File: config.mk
export PLATFORM = sky130hd
export DESIGN_NAME = vgx_regfile
export DESIGN_NICKNAME = d
export VERILOG_FILES = /design/src/rtl/vgx_pkg.sv /design/src/rtl/vgx_seq_bank.sv /design/src/rtl/vgx_crt_bank.sv /design/src/rtl/vgx_attr_bank.sv /design/src/rtl/vgx_cursor.sv /design/src/rtl/vgx_regfile.sv
export SDC_FILE = /design/constraint.sdc
export NUM_CORES = 2
export LEC_CHECK = 0
export CORE_UTILIZATION = 30
export CTS_CLUSTER_DIAMETER = 30
export DETAILED_ROUTE_END_ITERATION = 7
export PLACE_DENSITY_LB_ADDON = 0.1
export SLEW_MARGIN = 30
export SYNTH_ARGS = -nofsm -noshare
export SYNTH_HDL_FRONTEND = slang
export SYNTH_SLANG_ARGS = --single-unit
File: constraint.sdc
create_clock -name clk -period 3.5 [get_ports clk]
set_clock_uncertainty 0.2 [all_clocks]
set_input_delay 0.7 -clock clk [delete_from_list [all_inputs] [get_ports clk]]
set_output_delay 0.7 -clock clk [all_outputs]
set_load 0.01 [all_outputs]
File: src/rtl/vgx_pkg.sv
package vgx_pkg;

   typedef enum logic [2:0] {
      PS_SEQ_IDX = 3'd0,
      PS_SEQ_DAT = 3'd1,
      PS_CRT_IDX = 3'd2,
      PS_CRT_DAT = 3'd3,
      PS_ATR_IDX = 3'd4,
      PS_ATR_DAT = 3'd5
   } vgx_port_e;

   // sequencer indices with a write rule
   localparam int IX_UNLOCK = 'h06;
   localparam int IX_MEMOLD = 'h0A;
   localparam int IX_CCTL   = 'h12;
   localparam int IX_CSEL   = 'h13;
   localparam int IX_MEMNEW = 'h15;

   // CRT indices with a write rule
   localparam int IX_CR_PROT = 'h11;
   localparam int IX_CR_VOVF = 'h07;
   localparam int IX_CR_RO_A = 'h25;
   localparam int IX_CR_RO_B = 'h27;

   localparam logic [7:0] KEY_OPEN = 8'h12;
   localparam logic [7:0] KEY_SHUT = 8'h0F;

   function automatic logic [2:0] mem_size_code(int gen_new, int mem_kb);
      if (gen_new != 0)
         return (mem_kb == 1024) ? 3'd2 : (mem_kb == 2048) ? 3'd3 : 3'd4;
      return (mem_kb == 512) ? 3'd1 : (mem_kb == 1024) ? 3'd2 : 3'd3;
   endfunction

   function automatic bit mem_cfg_ok(int gen_new, int mem_kb);
      if (gen_new != 0)
         return (mem_kb == 1024) || (mem_kb == 2048) || (mem_kb == 4096);
      return (mem_kb == 512) || (mem_kb == 1024) || (mem_kb == 2048);
   endfunction

endpackage

File: src/rtl/vgx_seq_bank.sv
module vgx_seq_bank
   import vgx_pkg::*;
#(
   parameter int GEN_NEW = 0,
   parameter int MEM_KB  = 1024,
   parameter int IDX_W   = 5
) (
   input  logic             clk,
   input  logic             rst_n,
   input  logic             idx_we,
   input  logic             dat_we,
   input  logic [7:0]       wdata,
   output logic [IDX_W-1:0] idx_o,
   output logic [7:0]       rdata,
   output logic             unlock_o,
   output logic [7:0]       memreg_o,
   output logic             cur_we_o,
   output logic [7:0]       ctl_nxt_o,
   output logic [7:0]       sel_nxt_o
);
   localparam int         DEPTH   = 1 << IDX_W;
   localparam logic [2:0] CODE    = mem_size_code(GEN_NEW, MEM_KB);
   localparam int         MEM_IDX = (GEN_NEW != 0) ? IX_MEMNEW : IX_MEMOLD;
   localparam logic [7:0] MEM_RST = (GEN_NEW != 0) ? {5'b0, CODE} : {3'b0, CODE[1:0], 3'b0};

   logic [IDX_W-1:0] idx_q;
   logic [7:0]       regs_q [DEPTH];
   logic [7:0]       memf;
   logic             drop;
   logic [7:0]       nxt;

   function automatic logic [7:0] rst_val(int i);
      if (i == IX_UNLOCK) return KEY_SHUT;
      if (i == MEM_IDX)   return MEM_RST;
      return 8'h00;
   endfunction

   generate
      if (GEN_NEW != 0) begin : g_new
         assign memf = (wdata & 8'hF8) | {5'b0, CODE};
         assign drop = 1'b0;
      end else begin : g_old
         assign memf = (wdata & 8'hE7) | {3'b0, CODE[1:0], 3'b0};
         assign drop = (idx_q == IDX_W'(IX_MEMNEW));
      end
   endgenerate

   always_comb begin
      nxt = wdata;
      if (idx_q == IDX_W'(IX_UNLOCK))
         nxt = ((wdata & 8'h17) == KEY_OPEN) ? KEY_OPEN : KEY_SHUT;
      else if (idx_q == IDX_W'(MEM_IDX))
         nxt = memf;
   end

   always_ff @(posedge clk or negedge rst_n) begin
      if (!rst_n) begin
         idx_q <= '0;
         for (int i = 0; i < DEPTH; i++) regs_q[i] <= rst_val(i);
      end else begin
         if (idx_we) idx_q <= wdata[IDX_W-1:0];
         if (dat_we && !drop) regs_q[idx_q] <= nxt;
      end
   end

   assign idx_o     = idx_q;
   assign rdata     = regs_q[idx_q];
   assign unlock_o  = (regs_q[IX_UNLOCK] == KEY_OPEN);
   assign memreg_o  = regs_q[MEM_IDX];
   assign cur_we_o  = dat_we && ((idx_q == IDX_W'(IX_CCTL)) || (idx_q == IDX_W'(IX_CSEL)));
   assign ctl_nxt_o = (dat_we && idx_q == IDX_W'(IX_CCTL)) ? nxt : regs_q[IX_CCTL];
   assign sel_nxt_o = (dat_we && idx_q == IDX_W'(IX_CSEL)) ? nxt : regs_q[IX_CSEL];
endmodule

File: src/rtl/vgx_crt_bank.sv
module vgx_crt_bank
   import vgx_pkg::*;
#(
   parameter int IDX_W = 6
) (
   input  logic             clk,
   input  logic             rst_n,
   input  logic             idx_we,
   input  logic             dat_we,
   input  logic [7:0]       wdata,
   output logic [IDX_W-1:0] idx_o,
   output logic [7:0]       rdata,
   output logic             prot_o,
   output logic [7:0]       r7_o,
   output logic [7:0]       ro_a_o,
   output logic [7:0]       ro_b_o
);
   localparam int DEPTH = 1 << IDX_W;

   logic [IDX_W-1:0] idx_q;
   logic [7:0]       regs_q [DEPTH];
   logic             drop;
   logic [7:0]       nxt;

   assign prot_o = regs_q[IX_CR_PROT][7];
   assign drop   = (idx_q == IDX_W'(IX_CR_RO_A)) || (idx_q == IDX_W'(IX_CR_RO_B));

   always_comb begin
      nxt = wdata;
      if (idx_q == IDX_W'(IX_CR_VOVF) && prot_o)
         nxt = (regs_q[IX_CR_VOVF] & 8'hEF) | (wdata & 8'h10);
   end

   always_ff @(posedge clk or negedge rst_n) begin
      if (!rst_n) begin
         idx_q <= '0;
         for (int i = 0; i < DEPTH; i++) regs_q[i] <= 8'h00;
      end else begin
         if (idx_we) idx_q <= wdata[IDX_W-1:0];
         if (dat_we && !drop) regs_q[idx_q] <= nxt;
      end
   end

   assign idx_o  = idx_q;
   assign rdata  = regs_q[idx_q];
   assign r7_o   = regs_q[IX_CR_VOVF];
   assign ro_a_o = regs_q[IX_CR_RO_A];
   assign ro_b_o = regs_q[IX_CR_RO_B];
endmodule

File: src/rtl/vgx_attr_bank.sv
module vgx_attr_bank #(
   parameter int IDX_W = 6
) (
   input  logic             clk,
   input  logic             rst_n,
   input  logic             idx_we,
   input  logic             dat_we,
   input  logic [7:0]       wdata,
   output logic [IDX_W-1:0] idx_o,
   output logic [7:0]       rdata
);
   localparam int DEPTH    = 1 << IDX_W;
   localparam int GAP_LO   = 'h20;
   localparam int GAP_HI   = 'h30;

   logic [IDX_W-1:0] idx_q;
   logic [7:0]       regs_q [DEPTH];
   logic             take;

   assign take = (idx_q < IDX_W'(GAP_LO)) || (idx_q >= IDX_W'(GAP_HI));

   always_ff @(posedge clk or negedge rst_n) begin
      if (!rst_n) begin
         idx_q <= '0;
         for (int i = 0; i < DEPTH; i++) regs_q[i] <= 8'h00;
      end else begin
         if (idx_we) idx_q <= wdata[IDX_W-1:0];
         if (dat_we && take) regs_q[idx_q] <= wdata;
      end
   end

   assign idx_o = idx_q;
   assign rdata = regs_q[idx_q];
endmodule

File: src/rtl/vgx_cursor.sv
module vgx_cursor #(
   parameter int MEM_KB = 1024,
   parameter int ADDR_W = 20
) (
   input  logic              clk,
   input  logic              rst_n,
   input  logic              upd,
   input  logic [7:0]        ctl,
   input  logic [7:0]        sel,
   output logic              large_o,
   output logic [6:0]        dim_o,
   output logic [5:0]        yoff_o,
   output logic [ADDR_W-1:0] base_o
);
   localparam logic [ADDR_W-1:0] BASE0 = ADDR_W'(MEM_KB * 1024 - 'h4000);
   localparam int                LARGE_BIT = 2;

   logic       big;
   logic [5:0] sel_m;

   assign big   = ctl[LARGE_BIT];
   assign sel_m = big ? (sel[5:0] & 6'h3C) : sel[5:0];

   always_ff @(posedge clk or negedge rst_n) begin
      if (!rst_n) begin
         large_o <= 1'b0;
         dim_o   <= 7'd32;
         yoff_o  <= 6'd32;
         base_o  <= BASE0;
      end else if (upd) begin
         large_o <= big;
         dim_o   <= big ? 7'd64 : 7'd32;
         yoff_o  <= big ? 6'd0 : 6'd32;
         base_o  <= BASE0 + ADDR_W'({sel_m, 8'h00});
      end
   end
endmodule

File: src/rtl/vgx_regfile.sv
module vgx_regfile
   import vgx_pkg::*;
#(
   parameter  int GEN_NEW   = 0,
   parameter  int MEM_KB    = 1024,
   parameter  int SEQ_IDX_W = 5,
   parameter  int CRT_IDX_W = 6,
   parameter  int ATR_IDX_W = 6,
   localparam int ADDR_W    = $clog2(MEM_KB * 1024)
) (
   input  logic              clk,
   input  logic              rst_n,
   input  logic              wr_en,
   input  logic [2:0]        port_sel,
   input  logic [7:0]        wr_data,
   output logic [7:0]        rd_data,
   output logic              unlock_ok,
   output logic              curs_large,
   output logic [6:0]        curs_dim,
   output logic [5:0]        curs_yoff,
   output logic [ADDR_W-1:0] curs_base
);
   generate
      if (!mem_cfg_ok(GEN_NEW, MEM_KB)) begin : g_bad_mem
         $error("memory size not supported by the selected generation");
      end
      if (SEQ_IDX_W < 5 || SEQ_IDX_W > 8) begin : g_bad_seq
         $error("sequencer index width must be 5 to 8");
      end
      if (CRT_IDX_W < 6 || CRT_IDX_W > 8) begin : g_bad_crt
         $error("CRT index width must be 6 to 8");
      end
      if (ATR_IDX_W < 6 || ATR_IDX_W > 8) begin : g_bad_atr
         $error("attribute index width must be 6 to 8");
      end
   endgenerate

   vgx_port_e psel;
   assign psel = vgx_port_e'(port_sel);

   logic [SEQ_IDX_W-1:0] seq_idx;
   logic [CRT_IDX_W-1:0] crt_idx;
   logic [ATR_IDX_W-1:0] atr_idx;
   logic [7:0]           seq_rd, crt_rd, atr_rd;
   logic [7:0]           memreg, ctl_nxt, sel_nxt;
   logic                 cur_we, crt_prot;
   logic [7:0]           crt_r7, crt_ro_a, crt_ro_b;

   vgx_seq_bank #(.GEN_NEW(GEN_NEW), .MEM_KB(MEM_KB), .IDX_W(SEQ_IDX_W)) u_seq (
      .clk(clk), .rst_n(rst_n),
      .idx_we(wr_en && psel == PS_SEQ_IDX), .dat_we(wr_en && psel == PS_SEQ_DAT),
      .wdata(wr_data), .idx_o(seq_idx), .rdata(seq_rd), .unlock_o(unlock_ok),
      .memreg_o(memreg), .cur_we_o(cur_we), .ctl_nxt_o(ctl_nxt), .sel_nxt_o(sel_nxt)
   );

   vgx_crt_bank #(.IDX_W(CRT_IDX_W)) u_crt (
      .clk(clk), .rst_n(rst_n),
      .idx_we(wr_en && psel == PS_CRT_IDX), .dat_we(wr_en && psel == PS_CRT_DAT),
      .wdata(wr_data), .idx_o(crt_idx), .rdata(crt_rd), .prot_o(crt_prot),
      .r7_o(crt_r7), .ro_a_o(crt_ro_a), .ro_b_o(crt_ro_b)
   );

   vgx_attr_bank #(.IDX_W(ATR_IDX_W)) u_atr (
      .clk(clk), .rst_n(rst_n),
      .idx_we(wr_en && psel == PS_ATR_IDX), .dat_we(wr_en && psel == PS_ATR_DAT),
      .wdata(wr_data), .idx_o(atr_idx), .rdata(atr_rd)
   );

   vgx_cursor #(.MEM_KB(MEM_KB), .ADDR_W(ADDR_W)) u_cur (
      .clk(clk), .rst_n(rst_n), .upd(cur_we), .ctl(ctl_nxt), .sel(sel_nxt),
      .large_o(curs_large), .dim_o(curs_dim), .yoff_o(curs_yoff), .base_o(curs_base)
   );

   always_comb begin
      case (psel)
         PS_SEQ_IDX: rd_data = 8'(seq_idx);
         PS_SEQ_DAT: rd_data = seq_rd;
         PS_CRT_IDX: rd_data = 8'(crt_idx);
         PS_CRT_DAT: rd_data = crt_rd;
         PS_ATR_IDX: rd_data = 8'(atr_idx);
         PS_ATR_DAT: rd_data = atr_rd;
         default:    rd_data = 8'h00;
      endcase
   end
endmodule

* Word-level counts from Yosys, hierarchy flattened
Cells that the tools add are included.
** Operators by class
- $add $sub $neg :: 1
- Order comparisons :: 8
- Equal/unequal tests :: 15
- Mux-type cells :: 28
- Bitwise logic cells :: 4
- Reduce and logical (&&, ||, !) cells :: 22
** Operators with widths (count)
- $bwmux W512 :: 2
- $bwmux W256 :: 1
- $bmux W8 S6 :: 2
- $demux W8 S6 :: 2
- $mux W8 :: 11
- $pmux W8 S6 :: 1
- $bmux W8 S5 :: 1
- $demux W8 S5 :: 1
- $add A15 B15 Y16 const A :: 1
- $logic_and A1 B1 Y1 :: 16
- $eq A5 B5 Y1 const B :: 3
- $ge A7 B7 Y1 const B :: 2
- $lt A7 B1 Y1 const B :: 2
- $not A6 Y7 :: 2
- $eq A6 B6 Y1 const B :: 2
- $ge A6 B6 Y1 const B :: 2
- $mux W6 :: 2
- $mux W5 :: 2
- $eq A8 B5 Y1 const B :: 1
- $or A8 B5 Y8 :: 1
- $mux W7 :: 1
- $eq A3 B2 Y1 const B :: 2
- $eq A3 B3 Y1 const B :: 2
- $eq A6 B3 Y1 const B :: 1
- other kinds (12) :: 15
** Word-level totals
- Bits in registers :: 1331
- Bits of input ports :: 14
- Output and inout bits :: 43
- Word-level logic and storage cells :: 245

* Logic depth before layout (Yosys ltp)
- Word-level depth :: 6
- Mapped depth :: 12
- Mapped depth without buffers :: 7

* Modules after synthesis
From an unflattened synthesis, not the netlist that was laid out.
** Unflattened totals
- Cell total of the unflattened synthesis :: 5195
- Area total of the unflattened synthesis :: 58117.0 um2
** Modules (own cells, without submodules)
- vgx_crt_bank :: instances 1, cells an instance 2266, area each 22801.9 um2, seq. area each 12962.4 um2
- vgx_attr_bank :: instances 1, cells an instance 1728, area each 22709.3 um2, seq. area each 12962.4 um2
- vgx_seq_bank :: instances 1, cells an instance 1092, area each 11613.6 um2, seq. area each 6537.5 um2
- vgx_cursor :: instances 1, cells an instance 50, area each 536.8 um2, seq. area each 201.4 um2
- vgx_regfile :: instances 1, cells an instance 59, area each 455.4 um2, seq. area each 0.0 um2

* Worst setup path before layout
OpenSTA, ideal clock, no wires.
- Path type :: register -> output
- From :: register u_seq.idx_q[0] (netlist: u_seq.idx_o[0])
- To :: output port rd_data[1]
- Data arrival time :: 2.303 ns
- Data required time :: 2.600 ns
- Slack :: 0.297 ns
- Stages on the path, launching flop included :: 8
- Buffers on the path :: 3
- Path through :: dfrtp_1 -> buf_4 -> buf_6 -> buf_2 -> mux4_2 -> a22oi_1 -> a31oi_1 -> or4_1
** On the way
- Cells in the longest elaborated chain, start to end :: 5
** Ends and longest elaborated chain
- start, declared :: line vgx_seq_bank.sv:26 : logic [IDX_W-1:0] idx_q;
- start signal, assigned :: line vgx_seq_bank.sv:61 : if (idx_we) idx_q <= wdata[IDX_W-1:0];
- $not A5 Y6 (implied by the code) :: line vgx_seq_bank.sv:67 : assign rdata = regs_q[idx_q];
- $bmux W8 S5 :: line vgx_seq_bank.sv:67
- $mux W8 (implied by the code) (2 in a row) :: line vgx_seq_bank.sv:67
- $pmux W8 S6 :: line vgx_regfile.sv:75 : case (psel)
- end, declared :: line vgx_regfile.sv:16 : output logic [7:0] rd_data,
Every way passes these cells. The select of a mux whose other input is x is not followed.

* Worst setup path in the final report
- From :: register u_crt.idx_q[1] (netlist: u_crt.idx_o[1])
- To :: output port rd_data[6]
** On the way
- Cells in the longest elaborated chain, start to end :: 5
** Ends and longest elaborated chain
- start, declared :: line vgx_crt_bank.sv:20 : logic [IDX_W-1:0] idx_q;
- start signal, assigned :: line vgx_crt_bank.sv:39 : if (idx_we) idx_q <= wdata[IDX_W-1:0];
- $not A6 Y7 (implied by the code) :: line vgx_crt_bank.sv:45 : assign rdata = regs_q[idx_q];
- $bmux W8 S6 :: line vgx_crt_bank.sv:45
- $mux W8 (implied by the code) (2 in a row) :: line vgx_crt_bank.sv:45
- $pmux W8 S6 :: line vgx_regfile.sv:75
Every way passes these cells. The select of a mux whose other input is x is not followed.

==> impl_metrics.env <==
export IMPL_overflow=0
export IMPL_area_growth_pct=41.4
export IMPL_h_tree_depth=5
export IMPL_fin_crit_sh_pct=137
export IMPL_yosysTopAreaCellShare_pct=57.7
export IMPL_critPathMaxFanout=11
export IMPL_die_h_um=435
export IMPL_placed_cell_area_mm2=0.0648
export IMPL_crit_required_ns=2.60
export IMPL_io_buffers=32
export IMPL_groute_usage_overall_pct=21.3
export IMPL_wl_per_cell_um=23.8
export IMPL_finalPower_mw=59.3
export IMPL_crit_path_start_kind="flip-flop"
export IMPL_hp_class="input pin to flip-flop"
export IMPL_status="complete, but fails checks"
export IMPL_r2r_start="u_seq.idx_o[3]$_DFFE_PN0P_"
export IMPL_dr_pass1_iters=6
export IMPL_fp_dieW_um=435
export IMPL_ios=57
export IMPL_rsz0062_at_grt="yes"
export IMPL_slew_headroom_pct=34.3
export IMPL_cts_tree="yes"
export IMPL_final_nets=5706
export IMPL_hpwl_um=134000
export IMPL_final_cell_area_mm2=0.0797
export IMPL_synth_edff_count=0
export IMPL_final_common_cell="dfrtp_1"
export IMPL_crit_type="flip-flop to output pin"
export IMPL_core_mm2=0.186
export IMPL_cts_buffers=374
export IMPL_ys_flop_type="dfrtp_1"
export IMPL_ys_types=71
export IMPL_p_leak_nw=36.6
export IMPL_root_buffer="clkbuf_16"
export IMPL_grt_pass1_vias=44100
export IMPL_avgViaCountPerCell=4.96
export IMPL_cp_startpoint="u_crt.idx_o[1]$_DFFE_PN0P_"
export IMPL_avgSynthCellArea_um2=11.4
export IMPL_synthTopCellsByArea="dfrtp_1 (58%), mux2_2 (8.9%), a21oi_1 (4.6%), nor2_1 (3.8%), mux4_2 (3.7%)"
export IMPL_routabilityCongestion=0.820
export IMPL_rows=158
export IMPL_cts_sinks=1305
export IMPL_insertion_delay_ns=0.93
export IMPL_arrival_ns=3.90
export IMPL_synthCells=4965
export IMPL_drv_cap=0
export IMPL_layout_drive_gt1_share_pct=38.1
export IMPL_regToRegSetupSlack_ns=0.36
export IMPL_cts_buffer_depth=4
export IMPL_setup_viol=8
export IMPL_maxSlewViolCount=0
export IMPL_antenna_found_initial=6
export IMPL_fin_util_pct=42.8
export IMPL_initialDrtViolationCount=2725
export IMPL_num_vias=42000
export IMPL_final_cell_mix="dfrtp_1 (1290), buf_4 (678), nor2_1 (566)"
export IMPL_ir_drop_mv=0.449
export IMPL_hold_viol_final=0
export IMPL_clk_pin_slew_ns=0.04
export IMPL_drc=0
export IMPL_hp_start="wr_data[2]"
export IMPL_synth_warnings=0
export IMPL_synth_area_mm2=0.0564
export IMPL_place_inst=7716
export IMPL_yosys_area_top_type="dfrtp_1"
export IMPL_ys_ff_latch=1305
export IMPL_end_kind="output pin"
export IMPL_failed_checks="setup timing"
export IMPL_power_density_mw_per_mm2=744
export IMPL_dieArea_mm2=0.190
export IMPL_synth_seq_area_share_pct=58.0
export IMPL_period_needed_ns=4.80
export IMPL_initial_utilization_pct=30.3
export IMPL_layout_cells_non_filler=8464
export IMPL_setup_slack_ns=-1.30
export IMPL_wirelength_um=202000
export IMPL_grt_max_degree=124
export IMPL_max_clock_freq_mhz=208
export IMPL_antenna_left=0
export IMPL_synthArstFlopShare_pct=100
export IMPL_worst_pin_slew_ns=0.982
export IMPL_grt_pass1_wl_um=303000
export IMPL_tns_ns=-9.53
sequential cells by signal, indices dropped and copies added (netlist names):
register and count:
u_crt.prot_o 1, u_seq.idx_o 5, u_crt.ro_a_o 8, u_crt.regs_q 487, u_crt.r7_o 8, u_atr.idx_o 6
u_atr.regs_q 512, u_seq.memreg_o 8, u_cur.base_o 6, u_crt.ro_b_o 8, u_seq.regs_q 248, u_crt.idx_o 6
u_cur.dim_o 2
critical path, cell delays in order, from the launching register on:
cell	delay (ns)
dfrtp_2	0.44
and3b_2	0.28
buf_12	0.17
buf_4	0.16
a22o_1	0.18
a221oi_1	0.31
a31oi_2	0.19
buf_4	0.17
nor4_1	0.21
nand3_1	0.22
a221o_1	0.45
buf_2	0.18
layer usage:
metal	vias up	global-route usage, %	part of all wire (%)
met1	21400	29.6	47
li1	19300	-	-
met2	986	33.9	47
met5	-	0	0
met3	308	3.89	4.3
met4	0	5.95	2.1
stage by stage:
stage          hold slack (ns)  setup slack (ns)
3_5_place_dp             0.162             -1.40
6_report                0.0937             -1.30
4_1_cts                 0.0177             -1.40
3_3_place_gp             0.160             -1.49
2_1_floorplan            0.204             0.297
5_1_grt                 0.0979             -1.38
path summary, 6_finish.rpt:
check / to / depth (start not counted)
hold reg to reg: u_atr.regs_q[208]$_DFFE_PN0P_ / 0
setup reg to reg: u_seq.regs_q[219]$_DFFE_PN0P_ / 10
setup / recovery: rd_data[6] / 11
min in group asynchronous: u_crt.regs_q[414]$_DFFE_PN0P_ / 2
max in group asynchronous: u_crt.regs_q[109]$_DFFE_PN0P_ / 3
hold / removal: u_seq.regs_q[106]$_DFFE_PN0P_ / 4
cell usage after synthesis (71+ instances only):
library cell,count
o21ai_0,270
a31oi_1,81
a221oi_1,75
a21oi_1,516
a22oi_1,218
mux2i_1,80
nor2_1,576
mux2_2,446
clkbuf_1,363
a22o_1,71
dfrtp_1,1299
nand2_1,328
buf_2,142
mux4_2,93
timing repair:
action | 4_1_cts | 5_1_grt
endpoints found under the setup margin | 9 | 8
endpoints found under the hold margin | 356 | 0
gates resized for setup | 231 | 79
hold buffers | 1 | 0
gates cloned | 3 | 1
buffers inserted | 72 | 19
pin swaps | 85 | 58
kinds of logic (layout without fill, tap and decap cells):
group / after synthesis / after routing / share of synthesized area [%]
compound gates: 1318 / 1318 / 14.4
xor+xnor: 1 / 1 / 0.0155
flops: 1305 / 1305 / 58.0
buf+inv: 570 / 1565 / 4.44
mux: 657 / 657 / 14.8
other cells: 2 / 26 / 0.0133
simple gates: 1112 / 1112 / 8.39
power breakdown:
part / internal, mW / switching [mW]
combinational: 3.54 / 4.32
clock: 24.2 / 9.86
sequential: 16.4 / 0.924
layout make-up:
type	instances	area, um2
clock buffer	510	10700
clock inverter	156	2090
fill	17400	106000
inverter	7	30.0
multi-input combinational	3112	22500
timing repair buffer	892	8600
antenna	2	5.00
sequential	1305	32700
tap	2480	3100
Power figures use the tool's default switching activity.
